`src/rtl/slp_pkg.sv`:
```
package slp_pkg;
   localparam int ADDR_W = 3;
   localparam int NFLAG  = 3;
   localparam int NCMP   = 2;
   localparam int SEL_BIT = 0;
   localparam int EXP_LSB = 4;

   typedef enum logic [ADDR_W-1:0] {
      RA_CTRL  = 3'd0,
      RA_CMPA  = 3'd1,
      RA_CMPB  = 3'd2,
      RA_CLEAR = 3'd3,
      RA_IRQM  = 3'd4,
      RA_WAKEM = 3'd5
   } reg_addr_e;

   localparam int FL_WRAP = 2;
endpackage

```
`src/rtl/slp_regs.sv`:
```
module slp_regs
   import slp_pkg::*;
#(
   parameter int CNT_W = 32,
   parameter int EXP_W = 4
) (
   input  logic                          clk,
   input  logic                          rst_n,
   input  logic                          wr_en,
   input  logic [ADDR_W-1:0]             wr_addr,
   input  logic [CNT_W-1:0]              wr_data,
   output logic                          sel_o,
   output logic [EXP_W-1:0]              exp_o,
   output logic [NCMP-1:0][CNT_W-1:0]    cmp_o,
   output logic [NFLAG-1:0]              clr_o,
   output logic [NFLAG-1:0]              irqm_o,
   output logic [NFLAG-1:0]              wakem_o,
   output logic                          restart_o
);
   logic                       sel_q;
   logic [EXP_W-1:0]           exp_q;
   logic [NCMP-1:0][CNT_W-1:0] cmp_q;
   logic [NFLAG-1:0]           irqm_q, wakem_q;
   logic                       wr_ctrl;

   assign wr_ctrl   = wr_en && (wr_addr == RA_CTRL);
   assign restart_o = wr_ctrl && ((wr_data[SEL_BIT] != sel_q) ||
                                  (wr_data[EXP_LSB +: EXP_W] != exp_q));
   assign clr_o     = (wr_en && (wr_addr == RA_CLEAR)) ? wr_data[NFLAG-1:0] : '0;

   always_ff @(posedge clk or negedge rst_n) begin
      if (!rst_n) begin
         sel_q   <= 1'b0;
         exp_q   <= '0;
         cmp_q   <= '0;
         irqm_q  <= '0;
         wakem_q <= '0;
      end else if (wr_en) begin
         case (wr_addr)
            RA_CTRL: begin
               sel_q <= wr_data[SEL_BIT];
               exp_q <= wr_data[EXP_LSB +: EXP_W];
            end
            RA_CMPA:  cmp_q[0] <= wr_data;
            RA_CMPB:  cmp_q[1] <= wr_data;
            RA_IRQM:  irqm_q   <= wr_data[NFLAG-1:0];
            RA_WAKEM: wakem_q  <= wr_data[NFLAG-1:0];
            default: ;
         endcase
      end
   end

   assign sel_o   = sel_q;
   assign exp_o   = exp_q;
   assign cmp_o   = cmp_q;
   assign irqm_o  = irqm_q;
   assign wakem_o = wakem_q;

   a_r2_sel_follows_write: assert property (@(posedge clk) disable iff (!rst_n)
      wr_ctrl |=> (sel_q == $past(wr_data[SEL_BIT])));
endmodule

```
`src/rtl/slp_prescaler.sv`:
```
module slp_prescaler #(
   parameter int PRE_W = 15,
   parameter int EXP_W = 4
) (
   input  logic             clk,
   input  logic             rst_n,
   input  logic             adv_i,
   input  logic             restart_i,
   input  logic [EXP_W-1:0] exp_i,
   output logic             tick_o
);
   localparam int MAX_EXP = (1 << EXP_W) - 1;

   generate
      if (PRE_W < MAX_EXP) begin : g_bad_width
         $error("slp_prescaler: PRE_W too small for the exponent range");
      end
   endgenerate

   logic [PRE_W:0]   one_sh;
   logic [PRE_W-1:0] lim;
   logic [PRE_W-1:0] pre_q;
   logic             at_lim;

   assign one_sh = (PRE_W+1)'(1) << exp_i;
   assign lim    = PRE_W'(one_sh - (PRE_W+1)'(1));
   assign at_lim = (pre_q == lim);
   assign tick_o = adv_i && !restart_i && at_lim;

   always_ff @(posedge clk or negedge rst_n) begin
      if (!rst_n)
         pre_q <= '0;
      else if (restart_i)
         pre_q <= '0;
      else if (adv_i)
         pre_q <= at_lim ? '0 : pre_q + 1'b1;
   end

   a_r4_restart_empties: assert property (@(posedge clk) disable iff (!rst_n)
      restart_i |=> (pre_q == '0));
   a_r3_within_period: assert property (@(posedge clk) disable iff (!rst_n)
      pre_q <= lim);
   a_r5_hold_without_adv: assert property (@(posedge clk) disable iff (!rst_n)
      (!adv_i && !restart_i) |=> $stable(pre_q));
endmodule

```
`src/rtl/slp_event_flag.sv`:
```
module slp_event_flag (
   input  logic clk,
   input  logic rst_n,
   input  logic set_i,
   input  logic clr_i,
   output logic flag_o
);
   logic flag_q;

   always_ff @(posedge clk or negedge rst_n) begin
      if (!rst_n)
         flag_q <= 1'b0;
      else if (set_i)
         flag_q <= 1'b1;
      else if (clr_i)
         flag_q <= 1'b0;
   end

   assign flag_o = flag_q;

   a_r8_sticky: assert property (@(posedge clk) disable iff (!rst_n)
      (flag_q && !clr_i) |=> flag_q);
   a_r8_set_wins: assert property (@(posedge clk) disable iff (!rst_n)
      set_i |=> flag_q);
endmodule

```
`src/rtl/sleep_tick_timer.sv`:
```
module sleep_tick_timer
   import slp_pkg::*;
#(
   parameter int CNT_W = 32,
   parameter int PRE_W = 15,
   parameter int EXP_W = 4
) (
   input  logic              clk,
   input  logic              rst_n,
   input  logic              tick_slow,
   input  logic              tick_xtal,
   input  logic              dbg_halt,
   input  logic              wr_en,
   input  logic [ADDR_W-1:0] wr_addr,
   input  logic [CNT_W-1:0]  wr_data,
   output logic [CNT_W-1:0]  count_o,
   output logic [NFLAG-1:0]  flags_o,
   output logic              irq_o,
   output logic              wake_o
);
   generate
      if (CNT_W < EXP_LSB + EXP_W) begin : g_bad_cnt
         $error("sleep_tick_timer: CNT_W cannot hold the control fields");
      end
   endgenerate

   logic                       sel;
   logic [EXP_W-1:0]           expn;
   logic [NCMP-1:0][CNT_W-1:0] cmp;
   logic [NFLAG-1:0]           clr, irqm, wakem, set_ev, flags;
   logic                       restart, src_tick, tmr_tick;
   logic [CNT_W-1:0]           count_q, count_nx;

   slp_regs #(.CNT_W(CNT_W), .EXP_W(EXP_W)) u_regs (
      .clk(clk), .rst_n(rst_n), .wr_en(wr_en), .wr_addr(wr_addr),
      .wr_data(wr_data), .sel_o(sel), .exp_o(expn), .cmp_o(cmp),
      .clr_o(clr), .irqm_o(irqm), .wakem_o(wakem), .restart_o(restart)
   );

   assign src_tick = sel ? tick_xtal : tick_slow;

   slp_prescaler #(.PRE_W(PRE_W), .EXP_W(EXP_W)) u_pre (
      .clk(clk), .rst_n(rst_n), .adv_i(src_tick && !dbg_halt),
      .restart_i(restart), .exp_i(expn), .tick_o(tmr_tick)
   );

   assign count_nx = count_q + 1'b1;

   always_ff @(posedge clk or negedge rst_n) begin
      if (!rst_n)
         count_q <= '0;
      else if (tmr_tick)
         count_q <= count_nx;
   end

   genvar gi;
   generate
      for (gi = 0; gi < NCMP; gi++) begin : g_cmp
         assign set_ev[gi] = tmr_tick && (count_nx == cmp[gi]);
      end
   endgenerate
   assign set_ev[FL_WRAP] = tmr_tick && (count_q == '1);

   generate
      for (gi = 0; gi < NFLAG; gi++) begin : g_flag
         slp_event_flag u_flag (
            .clk(clk), .rst_n(rst_n), .set_i(set_ev[gi]),
            .clr_i(clr[gi]), .flag_o(flags[gi])
         );
      end
   endgenerate

   assign count_o = count_q;
   assign flags_o = flags;
   assign irq_o   = |(flags & irqm);
   assign wake_o  = |(flags & wakem);

   a_r3_step_one: assert property (@(posedge clk) disable iff (!rst_n)
      (count_q != $past(count_q)) |-> (count_q == $past(count_q) + 1'b1));
   a_r5_halt_freeze: assert property (@(posedge clk) disable iff (!rst_n)
      dbg_halt |=> $stable(count_q));
   a_r7_wrap_flag: assert property (@(posedge clk) disable iff (!rst_n)
      (tmr_tick && count_q == '1) |=> (flags_o[FL_WRAP] && count_q == '0));
   a_r10_no_tick_hold: assert property (@(posedge clk) disable iff (!rst_n)
      (!tick_slow && !tick_xtal) |=> $stable(count_q));
endmodule

```
`config.mk`:
```
export PLATFORM = sky130hd
export DESIGN_NAME = sleep_tick_timer
export DESIGN_NICKNAME = d
export VERILOG_FILES = /design/src/rtl/slp_pkg.sv /design/src/rtl/slp_regs.sv /design/src/rtl/slp_prescaler.sv /design/src/rtl/slp_event_flag.sv /design/src/rtl/sleep_tick_timer.sv
export SDC_FILE = /design/constraint.sdc
export NUM_CORES = 1
export LEC_CHECK = 0
export BUFFER_PORTS_ARGS = -buffer_cell sky130_fd_sc_hd__buf_2
export CORE_ASPECT_RATIO = 2
export CORE_MARGIN = 1
export CORE_UTILIZATION = 65
export DETAILED_ROUTE_END_ITERATION = 6
export PLACE_DENSITY = 0.92
export RECOVER_POWER = 25
export SLEW_MARGIN = 20
export SYNTH_ARGS = -nofsm -noshare
export SYNTH_HDL_FRONTEND = slang
export SYNTH_HIERARCHICAL = 1
export SYNTH_SLANG_ARGS = --single-unit
```
`constraint.sdc`:
```
create_clock -name clk -period 7.39 [get_ports clk]
set_clock_uncertainty 0.1 [all_clocks]
set_input_delay 1.1085 -clock clk [delete_from_list [all_inputs] [get_ports clk]]
set_output_delay 1.1085 -clock clk [all_outputs]
set_load 0.005 [all_outputs]
```
==> metrics.md, run 1 <==
| Metric | Value |
|---|---|
| I/O pin cnt | 78 |
| Die Width | 82.04 um |
| Pwr Total | 0.002361 W |
| Filler cells | 842 |
| CTS clk-pin slew, worst paths | 0.05 ns |
| Clk_lat worst skew | 0.42 ns |
| Layout area overhead | 10.53% |
| Flops & latches, synth | 125 |
| Final Hold Viols | 0 |
| Final ANT Viol Nets | 0 |
| Total wire length | 23.31 mm |
| DR WL/cell | 23.64 um |
| Commonest non-fill, non-tap cell in the layout | dfrtp_1 |
| Seq/Total Area, Yosys | 0.3756 |
| Mean number of vias per cell | 6.680 |
| CTS tree | done |
| Final setup viols | 0 |
| Global route overflow | 0 |
| Largest fanout on the critical path | 29 |
| Post-synth EDFFs | 0 |
| Crit start category | flip-flop |
| Seq pwr share | 0.393 |
| Core outline area | 12550 sq um |
| Achievable frequency | 0.1821 GHz |
| Pre-Repair DR Iteration Count | 7 |
| Relative slew slack | -0.5297 |
| Most frequent cells in the layout | dfrtp_1 (125), xnor2_1 (89), buf_2 (75) |
| DRC viols | 0 |
| FF-to-FF path depth | 15 |
| Post-Syn Instances | 781 |
| WP data arrival | 5.75 ns |
| # hold bufs at CTS | 0 |
| Peak supply drop | 0.2052 mV |
| Die footprint | 13300 sq um |
| Critical-path cell list | or4_4 > ha_1 > xor2_1 > o2111ai_1 > nor4_1 > nand4b_4 > nor3_1 > nor3b_2 > nand2_1 > a311o_1 > or4_1 > nor4_1 > nand4_1 > nor4_2 > a21o_1 |
| Main synth FF type | dfrtp_1 |
| Slowest CP cell | nor3b_2 |
| Hold Path Origin | u_regs/wakem_o[2]$_DFFE_PN0P_ |
| Area occupied by multi-input gates | 4757 sq um |
| Yosys cell types | 84 |
| Total track usage | 0.3728 |
| Fin crit share | 0.7430 |
| Clock power share | 0.389 |
| Final Critical Period | 5.491 ns |
| Vias in the first global route | 6770 |
| Switching power total | 0.0006770 W |
| PD cells | 256.4 nW/um^2 |
| Int Power | 0.001684 W |
| CTS buffer count | 17 |
| Iter 0 DRT Violations | 536 |
| Worst setup path class | reg -> reg |
| Ys async rst share | 1.000 |
| Hold depth | 1 |
| Hold WC Path Type | reg -> reg |
| Most Frequent Cell on Critical Path | nor4_1 |
| Post_cts resized | 0 |
| Clock Sinks | 125 |
| Max Transition Viols Final | 53 |
| Seq. cell area | 3128 sq um |
| Failing checks | max-capacitance violations, max-slew violations |
| Sw Share | 0.2868 |
| FF-to-FF Start | u_regs/exp_o[3]$_DFFE_PN0P_ |
| Number of diodes | 0 |
| Req. time, crit path | 7.65 ns |
| Avg Synthesized Cell Area | 10.66 sq um |
| Critical Path Max Stage Delay | 0.82 ns |
| Core Rows | 58 |
| Starting Density | 0.6633 |
| Port-buffer cells | 77 |
| Max Cap Viol | 2 |
| Final nets | 870 |
| Outcome | finished with violations |
| Share of cells above drive strength 1 | 0.2715 |
| Post-CTS Setup Bufs | 0 |
| Post-DP HPWL | 16.67 mm |
| Syn. warnings | 6 |
| Critical Path Start | u_regs/exp_o[3]$_DFFE_PN0P_ |
| RSZ-0062 raised after global routing | no |
| Setup TNS | 0 ns |
| Die height | 162.1 um |
| Leakage | 3.980 nW |
| DR vias | 6586 |
| Mapped Nets | 825 |
| H-tree Lvls | 4 |
| Largest net degree at the start of global routing | 82 |
| CTS root buf | clkbuf_16 |
| Logic pwr share | 0.218 |
| Post-synthesis cell area | 8328 sq um |
| Worst slew pin tran | 2.295 ns |
| Clock buffer depth | 2 |
| Number of antenna violations at the first check in global routing | 0 |
| Gpl congestion | 1.023 |
| First-pass GRT wire length | 35.98 mm |
| Crit. End Element | flip-flop |
[state kept, by name, summed over array words and instances, names as in the netlist]
name and flops:
u_regs/cmp_o 64, u_regs/irqm_o 3, g_flag.u_flag/flag_o 3, u_regs/sel_o 1, u_regs/exp_o 4, u_pre/pre_q 15
u_regs/wakem_o 3, count_o 32
[synth_stat cells, types with 4 or more instances]
master,count,share of area
inv_1,15,0.0068
nand3_1,30,0.018
nor3_1,26,0.016
a31oi_1,4,0.0030
a21oi_1,15,0.0090
o2111ai_1,6,0.0063
buf_6,10,0.014
nand2b_1,15,0.011
o22ai_1,4,0.0030
and3_1,4,0.0030
nor3_2,11,0.013
nand4_1,24,0.018
nand2_1,48,0.022
o21ai_0,12,0.0072
mux2_2,18,0.024
nor2_1,35,0.016
dfrtp_1,125,0.38
nor2b_1,5,0.0038
nor4_1,10,0.0075
and2_1,9,0.0068
clkbuf_1,20,0.0090
buf_2,14,0.0084
nor4_2,5,0.0075
xnor2_1,89,0.094
mux2i_1,5,0.0060
mux2_4,60,0.11
buf_4,5,0.0045
xor2_1,53,0.056
nor3b_1,5,0.0045
nor4_4,4,0.010
or4_1,10,0.0090
[final cells by class]
class,instances,area share
Multi-Input combinational cell,584,0.5168
Sequential cell,125,0.3398
Clock buffer,22,0.05260
Timing Repair Buffer,83,0.04689
Tap cell,150,0.02039
Clock inverter,7,0.01740
Inverter,15,0.006117
[kinds of logic after synthesis]
family	Yosys count	share of synthesized area
buffers and inverters	72	0.05213
DFF	125	0.3756
and+or+nand+nor	272	0.2060
adders and majority gates	5	0.006912
AOI/OAI and AO/OA	82	0.07152
xor gates and xnor gates	142	0.1493
muxes	83	0.1385
[per-stage QoR]
step / instance area [sq um] / hold slack (ns) / setup slack [ns] / utilization / cells
after global placement: 8576 / 0.3902 / 2.087 / 0.6831 / 957
after CTS: 9220 / 0.4108 / 2.018 / 0.7344 / 986
after floorplan: 8328 / 0.3789 / 3.011 / - / 781
after detailed placement: 8576 / 0.3991 / 2.004 / 0.6831 / 957
final: 9205 / 0.4080 / 1.899 / 0.7332 / 986
after global routing: 9205 / 0.4258 / 1.591 / 0.7332 / 986
[power groups by stage]
| stage | registers [W] | logic [W] | clock network, W |
|---|---|---|---|
| 5_1_grt | 0.000941 | 0.000553 | 0.000946 |
| 3_3_place_gp | 0.000927 | 0.000488 | 0 |
| 3_5_place_dp | 0.000930 | 0.000494 | 0 |
| 4_1_cts | 0.000924 | 0.000501 | 0.000922 |
| 6_report | 0.000928 | 0.000515 | 0.000917 |
| 2_1_floorplan | 0.000864 | 0.000413 | 0 |
[routing by layer]
metal  wire length (um)  vias to the layer above  part of all wire  global-route usage
met5                  0                        -                 0                   0
met4               2324                        0              0.10              0.3309
met3               1399                      133             0.060              0.1101
met2              12110                      348              0.52              0.6345
met1               7477                     3240              0.32              0.3409
li1                   -                     2865                 -                   -
[critical path, delay by kind of cell, from the launching register on]
family | cells | cell delay, ns
and+or+nand+nor | 10 | 3.60
DFF | 1 | 0.66
AOI/OAI and AO/OA | 3 | 0.57
adders and majority gates | 1 | 0.31
xor gates and xnor gates | 1 | 0.16
[worst paths after layout]
kind	to	slack, ns
setup / recovery	g_flag[0].u_flag/flag_o$_DFFE_PN0P_	1.90
hold reg to reg	u_regs/wakem_o[2]$_DFFE_PN0P_	0.41
min in group asynchronous	u_regs/cmp_o[12]$_DFFE_PN0P_	1.27
setup reg to reg	g_flag[0].u_flag/flag_o$_DFFE_PN0P_	1.90
hold / removal	u_regs/wakem_o[2]$_DFFE_PN0P_	0.41
max in group asynchronous	u_pre/pre_q[1]$_DFFE_PN0P_	4.23
No activity file was read; power rests on OpenSTA's default activity.
==> run 2, diff against run 1 <==
--- a/config.mk
+++ b/config.mk
@@ -5,12 +5,13 @@
 export SDC_FILE = /design/constraint.sdc
 export NUM_CORES = 1
 export LEC_CHECK = 0
+export ABC_AREA = 1
 export BUFFER_PORTS_ARGS = -buffer_cell sky130_fd_sc_hd__buf_2
 export CORE_ASPECT_RATIO = 2
 export CORE_MARGIN = 1
-export CORE_UTILIZATION = 65
+export CORE_UTILIZATION = 61
 export DETAILED_ROUTE_END_ITERATION = 6
-export PLACE_DENSITY = 0.92
+export PLACE_DENSITY = 0.88
 export RECOVER_POWER = 25
 export SLEW_MARGIN = 20
 export SYNTH_ARGS = -nofsm -noshare
==> constraint.sdc (replaced) <==
create_clock -name clk -period 5.66 [get_ports clk]
set_clock_uncertainty 0.1 [all_clocks]
set_input_delay 0.849 -clock clk [delete_from_list [all_inputs] [get_ports clk]]
set_output_delay 0.849 -clock clk [all_outputs]
set_load 0.005 [all_outputs]
==> metrics.md, run 2 <==
| Metric | Value |
|---|---|
| Post-DP HPWL | 17.98 mm (+7.9%) |
| Final Hold Viols | 0 (unchanged) |
| RSZ-0062 raised after global routing | no |
| DR WL/cell | 16.32 um (-31%) |
| Port-buffer cells | 77 (unchanged) |
| Final Critical Period | 3.958 ns (-1.533 ns) |
| Hold Path Origin | u_regs/cmp_o[28]$_DFFE_PN0P_ |
| Crit. End Element | flip-flop |
| DR vias | 8094 (+23%) |
| Total wire length | 23.74 mm (+1.8%) |
| Core outline area | 13510 sq um (+7.6%) |
| Peak supply drop | 0.2143 mV (+4.5%) |
| Max Transition Viols Final | 74 (+40%) |
| Largest cells by area after synthesis | dfrtp_1 (37%), nand2_1 (20%), inv_1 (6.9%) |
| Largest fanout on the critical path | 53 (+83%) |
| Gpl congestion | 0.9631 (-5.9%) |
| Setup TNS | 0 ns (unchanged) |
| Count leader, synth | nand2_1 |
| Syn. warnings | 6 (unchanged) |
| # hold bufs at CTS | 0 (unchanged) |
| Req. time, crit path | 5.93 ns (-1.72 ns) |
| Core Rows | 60 (+3.4%) |
| Ys async rst share | 1.000 (unchanged) |
| Post-synth EDFFs | 0 (unchanged) |
| Layout area overhead | 11.31% |
| Die Width | 85.44 um (+4.1%) |
| CTS clk-pin slew, worst paths | 0.06 ns (about the same) |
| Outcome | finished with violations |
| Final setup viols | 0 (unchanged) |
| Vias in the first global route | 8020 (+18%) |
| Commonest non-fill, non-tap cell in the layout | nand2_1 |
| Final nets | 1331 (+53%) |
| Yosys top cell by area | dfrtp_1 |
| Post_cts resized | 0 (unchanged) |
| Leakage | 5.086 nW (+28%) |
| I/O pin cnt | 78 (unchanged) |
| Clock Sinks | 125 (unchanged) |
| Mean number of vias per cell | 5.567 (-17%) |
| Total track usage | 0.3502 (-0.02258) |
| Top cells by count, synth | nand2_1 (442), inv_1 (157), dfrtp_1 (125) |
| Filler cells | 1149 (+36%) |
| Worst slew pin tran | 2.134 ns (-0.1604 ns) |
| Seq/Total Area, Yosys | 0.3683 (-0.007304) |
| Yosys cell types | 37 (-56%) |
| Hold WC Path Type | reg -> reg |
| Critical Path Max Stage Delay | 0.56 ns (-0.26 ns) |
| Starting Density | 0.6285 (-0.03483) |
| Achievable frequency | 0.2527 GHz (+39%) |
| Die height | 168.9 um (+4.2%) |
| Clk_lat worst skew | 0.42 ns (about the same) |
| Crit start category | flip-flop |
| Pwr Total | 0.003281 W (+39%) |
| Post-Syn Instances | 1211 (+55%) |
| First-pass GRT wire length | 38.43 mm (+6.8%) |
| Max Cap Viol | 2 (unchanged) |
| Main synth FF type | dfrtp_1 |
| WP data arrival | 4.23 ns (-1.52 ns) |
| Critical Path Start | u_regs/exp_o[3]$_DFFE_PN0P_ |
| Global route overflow | 0 (unchanged) |
| Seq. cell area | 3128 sq um (unchanged) |
| H-tree Lvls | 4 (unchanged) |
| Slowest CP cell | dfrtp_1 |
| CTS buffer count | 17 (unchanged) |
| PD cells | 347.1 nW/um^2 (+35%) |
| CTS root buf | clkbuf_16 |
| Post-CTS Setup Bufs | 0 (unchanged) |
| Area occupied by multi-input gates | 4541 sq um (-4.6%) |
| Buf+Inv Stages, Crit Path | 5 (+5) |
| Number of flip-flops under the largest register name | 64 (unchanged) |
| Post-synthesis cell area | 8493 sq um (+2.0%) |
| Failing checks | design-rule violations, max-capacitance violations, max-slew violations |
| Delay-heaviest family, CP | simple AND/OR/NAND/NOR gates |
| Avg Synthesized Cell Area | 7.013 sq um (-34%) |
| Relative slew slack | -0.4228 (+0.1069) |
| Worst setup path class | reg -> reg |
| Die footprint | 14430 sq um (+8.5%) |
| Number of diodes | 0 (unchanged) |
| DRC viols | 4 (+4) |
| Number of antenna violations at the first check in global routing | 0 (unchanged) |
| Mapped Nets | 1255 (+52%) |
| Iter 0 DRT Violations | 605 (+13%) |
| Most frequent cells in the layout | nand2_1 (442), inv_1 (157), dfrtp_1 (125) |
| FF-to-FF Start | u_regs/exp_o[3]$_DFFE_PN0P_ |
| Final ANT Viol Nets | 0 (unchanged) |
| Yosys top cell area share | 0.3683 (-0.007304) |
| Flops & latches, synth | 125 (unchanged) |
| CTS tree | done |
| Pre-Repair DR Iteration Count | 7 (unchanged) |
| Clock buffer depth | 2 (unchanged) |
| Fin crit share | 0.6992 (-0.04379) |
| Largest net degree at the start of global routing | 65 (-21%) |
| Share of cells above drive strength 1 | 0.1848 (-0.08677) |
run 2: area by class of cell:
type	instances	area share
flip-flops and latches	125	0.3309
clock inverters	11	0.01006
repair buffers	82	0.04394
well taps	155	0.02051
inverters	166	0.06604
clock buffers	20	0.04831
multi-input cells	895	0.4803
run 2: final timing paths:
check,slack [ns],cells after the start,end
worst max-delay path,1.70,26,g_flag[1].u_flag/flag_o$_DFFE_PN0P_
worst min-delay path,0.40,2,u_regs/cmp_o[28]$_DFFE_PN0P_
worst max register to register,1.70,26,g_flag[1].u_flag/flag_o$_DFFE_PN0P_
worst min register to register,0.40,2,u_regs/cmp_o[28]$_DFFE_PN0P_
max in group asynchronous,1.92,2,count_o[4]$_DFFE_PN0P_
min in group asynchronous,0.79,1,u_regs/cmp_o[46]$_DFFE_PN0P_
run 2: through the flow:
stage	hold WS, ns	setup slack, ns	instances	area [sq um]	util
floorplan	0.3529	2.426	1211	8493	-
global placement	0.3685	1.842	1423	8912	0.6595
detailed placement	0.3824	1.741	1423	8912	0.6595
CTS	0.2752	1.734	1454	9464	0.7004
global route	0.4174	1.073	1454	9454	0.6996
finish	0.3962	1.702	1454	9454	0.6996
run 2: worst reg2reg max path, delay by kind of cell, from the launching register on:
kind          cells  cell delay [ns]
fa+ha+maj         1             0.28
buf+inv           5             0.82
flops             1             0.56
simple gates     20             2.13
run 2: power breakdown:
| group | leakage [nW] | total (W) | switching, W | internal [W] |
|---|---|---|---|---|
| registers | 1.60 | 0.00129 | 0.000229 | 0.00106 |
| logic | 3.22 | 0.000962 | 0.000598 | 0.000363 |
| clock network | 0.267 | 0.00103 | 0.000409 | 0.000620 |
run 2: routing by layer:
layer,global-route usage,vias to the layer above,part of all wire
li1,-,3958,-
met1,0.3334,3672,0.32
met2,0.6310,327,0.53
met3,0.06582,137,0.054
met4,0.2957,0,0.092
met5,0,-,0
run 2: cell families after synthesis:
logic type               after synthesis  share of synthesized area
AO/OA/AOI/OAI                        116                    0.09414
XOR/XNOR                              22                    0.02593
adder cells (fa/ha/maj)                3                   0.004420
buffers and inverters                191                    0.09708
flip-flops                           125                     0.3683
multiplexers                           1                   0.001179
AND/OR/NAND/NOR                      753                     0.4090
==> run 3, diff against run 2 <==
--- a/config.mk
+++ b/config.mk
@@ -9,9 +9,9 @@
 export BUFFER_PORTS_ARGS = -buffer_cell sky130_fd_sc_hd__buf_2
 export CORE_ASPECT_RATIO = 2
 export CORE_MARGIN = 1
-export CORE_UTILIZATION = 61
+export CORE_UTILIZATION = 55
 export DETAILED_ROUTE_END_ITERATION = 6
-export PLACE_DENSITY = 0.88
+export PLACE_DENSITY = 0.84
 export RECOVER_POWER = 25
 export SLEW_MARGIN = 20
 export SYNTH_ARGS = -nofsm -noshare
==> constraint.sdc (replaced) <==
create_clock -name clk -period 3.5 [get_ports clk]
set_clock_uncertainty 0.1 [all_clocks]
set_input_delay 0.525 -clock clk [delete_from_list [all_inputs] [get_ports clk]]
set_output_delay 0.525 -clock clk [all_outputs]
set_load 0.005 [all_outputs]
==> metrics.md, run 3 (synthesis results as in run 2) <==
| Metric | Value |
|---|---|
| Outcome | finished with violations |
| Failing checks | max-capacitance violations, max-slew violations |
| RSZ-0062 raised after global routing | no |
| Number of diodes | 0 (unchanged) |
| Final Critical Period | 3.098 ns (-0.8595 ns) |
| FF-to-FF Start | u_regs/exp_o[2]$_DFFE_PN0P_ |
| Non-Filler Instances | 1505 (+3.5%) |
| Setup TNS | 0 ns (unchanged) |
| CTS tree | done |
| Leakage | 5.176 nW (+1.8%) |
| Hold EP | u_regs/cmp_o[44]$_DFFE_PN0P_ |
| Max Cap Viol | 1 (-1) |
| Die footprint | 15970 sq um (+11%) |
| PnR worst setup slack | 0.4018 ns (-1.300 ns) |
| WP data arrival | 3.37 ns (-0.86 ns) |
| Worst slew pin tran | 1.530 ns (-0.6042 ns) |
| Number of antenna violations at the first check in global routing | 0 (unchanged) |
| Layout area overhead | 13.97% |
| Largest fanout on the critical path | 7 (-87%) |
| Setup slack, reg-to-reg | 0.40 ns (-1.30 ns) |
| Final Hold Viols | 0 (unchanged) |
| Placed cells | 1472 (+3.4%) |
| CTS buffer count | 17 (unchanged) |
| Commonest non-fill, non-tap cell in the layout | nand2_1 |
| FF-to-FF path depth | 24 (-7.7%) |
| H-tree Lvls | 4 (unchanged) |
| Worst setup path class | reg -> reg |
| Clk_lat worst skew | 0.43 ns (about the same) |
| Mean number of vias per cell | 5.373 (-3.5%) |
| Iter 0 DRT Violations | 423 (-30%) |
| Hold WC Path Type | in -> reg |
| DRC viols | 0 (-4) |
| Starting Density | 0.5671 (-0.06143) |
| Vias in the first global route | 7984 (-0.45%) |
| Peak supply drop | 0.3967 mV (+85%) |
| Core outline area | 14980 sq um (+11%) |
| Global route overflow | 0 (unchanged) |
| Total wire length | 23.81 mm (+0.33%) |
| Port-buffer cells | 77 (unchanged) |
| Crit. End Element | flip-flop |
| Crit start category | flip-flop |
| Largest net degree at the start of global routing | 65 (unchanged) |
| CTS root buf | clkbuf_16 |
| PD cells | 576.7 nW/um^2 (+66%) |
| Final ANT Viol Nets | 0 (unchanged) |
| Number of flip-flops under the largest register name | 64 (unchanged) |
| Core Rows | 63 (+5.0%) |
| Hold depth | 3 (+1) |
| Pwr Total | 0.005582 W (+70%) |
| Gpl congestion | 1.011 (+5.0%) |
| RR Endpoint | g_flag[0].u_flag/flag_o$_DFFE_PN0P_ |
| Die Width | 89.87 um (+5.2%) |
| CTS clk-pin slew, worst paths | 0.06 ns (about the same) |
| Final setup viols | 0 (unchanged) |
| Setup WS pre-CTS | 0.2470 ns (-1.494 ns) |
| Clock buffer depth | 2 (unchanged) |
| Final nets | 1341 (+0.75%) |
| Post-DP HPWL | 17.89 mm (-0.49%) |
| First-pass GRT wire length | 38.40 mm (about the same) |
| DR WL/cell | 15.82 um (-3.1%) |
| DR vias | 8087 (-0.086%) |
| Relative slew slack | -0.01996 (+0.4028) |
| Final Hold Slack | 0.2684 ns (-0.1278 ns) |
| Achievable frequency | 0.3228 GHz (+28%) |
| I/O pin cnt | 78 (unchanged) |
| Fin crit share | 0.8852 (+0.1860) |
| Total track usage | 0.3146 (-0.03564) |
| Pre-Repair DR Iteration Count | 7 (unchanged) |
| Share of cells above drive strength 1 | 0.1939 (+0.009136) |
| Hold Path Origin | wr_data[12] |
| Most frequent cells in the layout | nand2_1 (442), inv_1 (157), dfrtp_1 (124) |
| Clock Sinks | 125 (unchanged) |
| Req. time, crit path | 3.77 ns (-2.16 ns) |
| Die height | 177.7 um (+5.3%) |
| Max Transition Viols Final | 61 (-18%) |
## run 3: cell types whose count changed in the layout (fill, tap and decap cells not counted), sizes merged
cell      change
buf          +10
bufinv        +3
clkbuf        +2
clkinv        -6
clkinvlp      +1
inv           +1
## run 3: timing repair
action | 4_1_cts | 5_1_grt
hold buffers | 0 | 0
buffers inserted | 0 | 1
endpoints found under the setup margin | 0 | 2
gates resized for setup | 0 | 3
## run 3: stage by stage
step | util | area [sq um]
after floorplan | - | 8493
after global placement | 0.6038 | 9042
after detailed placement | 0.6038 | 9042
after CTS | 0.6468 | 9687
after global routing | 0.6463 | 9679
final | 0.6463 | 9679
## run 3: power by group
| group | internal, W | switching [W] |
|---|---|---|
| clock network | 0.00126 | 0.000659 |
| logic | 0.000605 | 0.000986 |
| registers | 0.00172 | 0.000351 |
## run 3: layout make-up
cell class              instances  area, sq um
inverters                     166        624.3
multi-input cells             895         4544
clock inverters                10        160.2
fillers                      1303         5298
flip-flops and latches        125         3129
well taps                     195        244.0
clock buffers                  22        484.2
repair buffers                 92        493.0
## run 3: worst max-delay path, stage by stage, from the launching register on
cell and delay [ns]:
dfrtp_1 0.40, nor2_4 0.20, nand3_1 0.10, ha_1 0.25, inv_1 0.12, nand2_1 0.08, nand4_1 0.10, nand3_1 0.07
nor2_1 0.09, nand2_1 0.06, nor2_2 0.13, nand2_4 0.07, nor3_4 0.26, nand3_1 0.12, nor2_1 0.13, nand3_1 0.09
nor2_1 0.10, nand2_1 0.05, nor2_1 0.08, nand2_1 0.05, nor2_1 0.08, nand3_1 0.07, nor2_1 0.11, inv_1 0.05
nand2_1 0.05
## run 3: metal layers
metal	track usage	up-vias	part of all wire
li1	-	3965	-
met1	0.2821	3718	0.33
met2	0.5965	275	0.54
met3	0.06898	129	0.044
met4	0.2540	0	0.085
met5	0	-	0
## run 3: worst max path at each step
| stage | depth (start not counted) | from | slack (ns) | endpoint |
|---|---|---|---|---|
| 2_1_floorplan | 27 | u_regs/exp_o[3]$_DFFE_PN0P_ | 0.27 | g_flag[1].u_flag/flag_o$_DFFE_PN0P_ |
| 3_3_place_gp | 25 | u_regs/exp_o[3]$_DFFE_PN0P_ | 0.38 | g_flag[1].u_flag/flag_o$_DFFE_PN0P_ |
| 3_5_place_dp | 25 | u_regs/exp_o[3]$_DFFE_PN0P_ | 0.25 | g_flag[1].u_flag/flag_o$_DFFE_PN0P_ |
| 4_1_cts | 25 | u_regs/exp_o[3]$_DFFE_PN0P_ | 0.22 | g_flag[1].u_flag/flag_o$_DFFE_PN0P_ |
| 5_1_grt | 25 | u_regs/exp_o[2]$_DFFE_PN0P_ | 0.04 | g_flag[1].u_flag/flag_o$_DFFE_PN0P_ |
| 6_report | 24 | u_regs/exp_o[2]$_DFFE_PN0P_ | 0.40 | g_flag[0].u_flag/flag_o$_DFFE_PN0P_ |
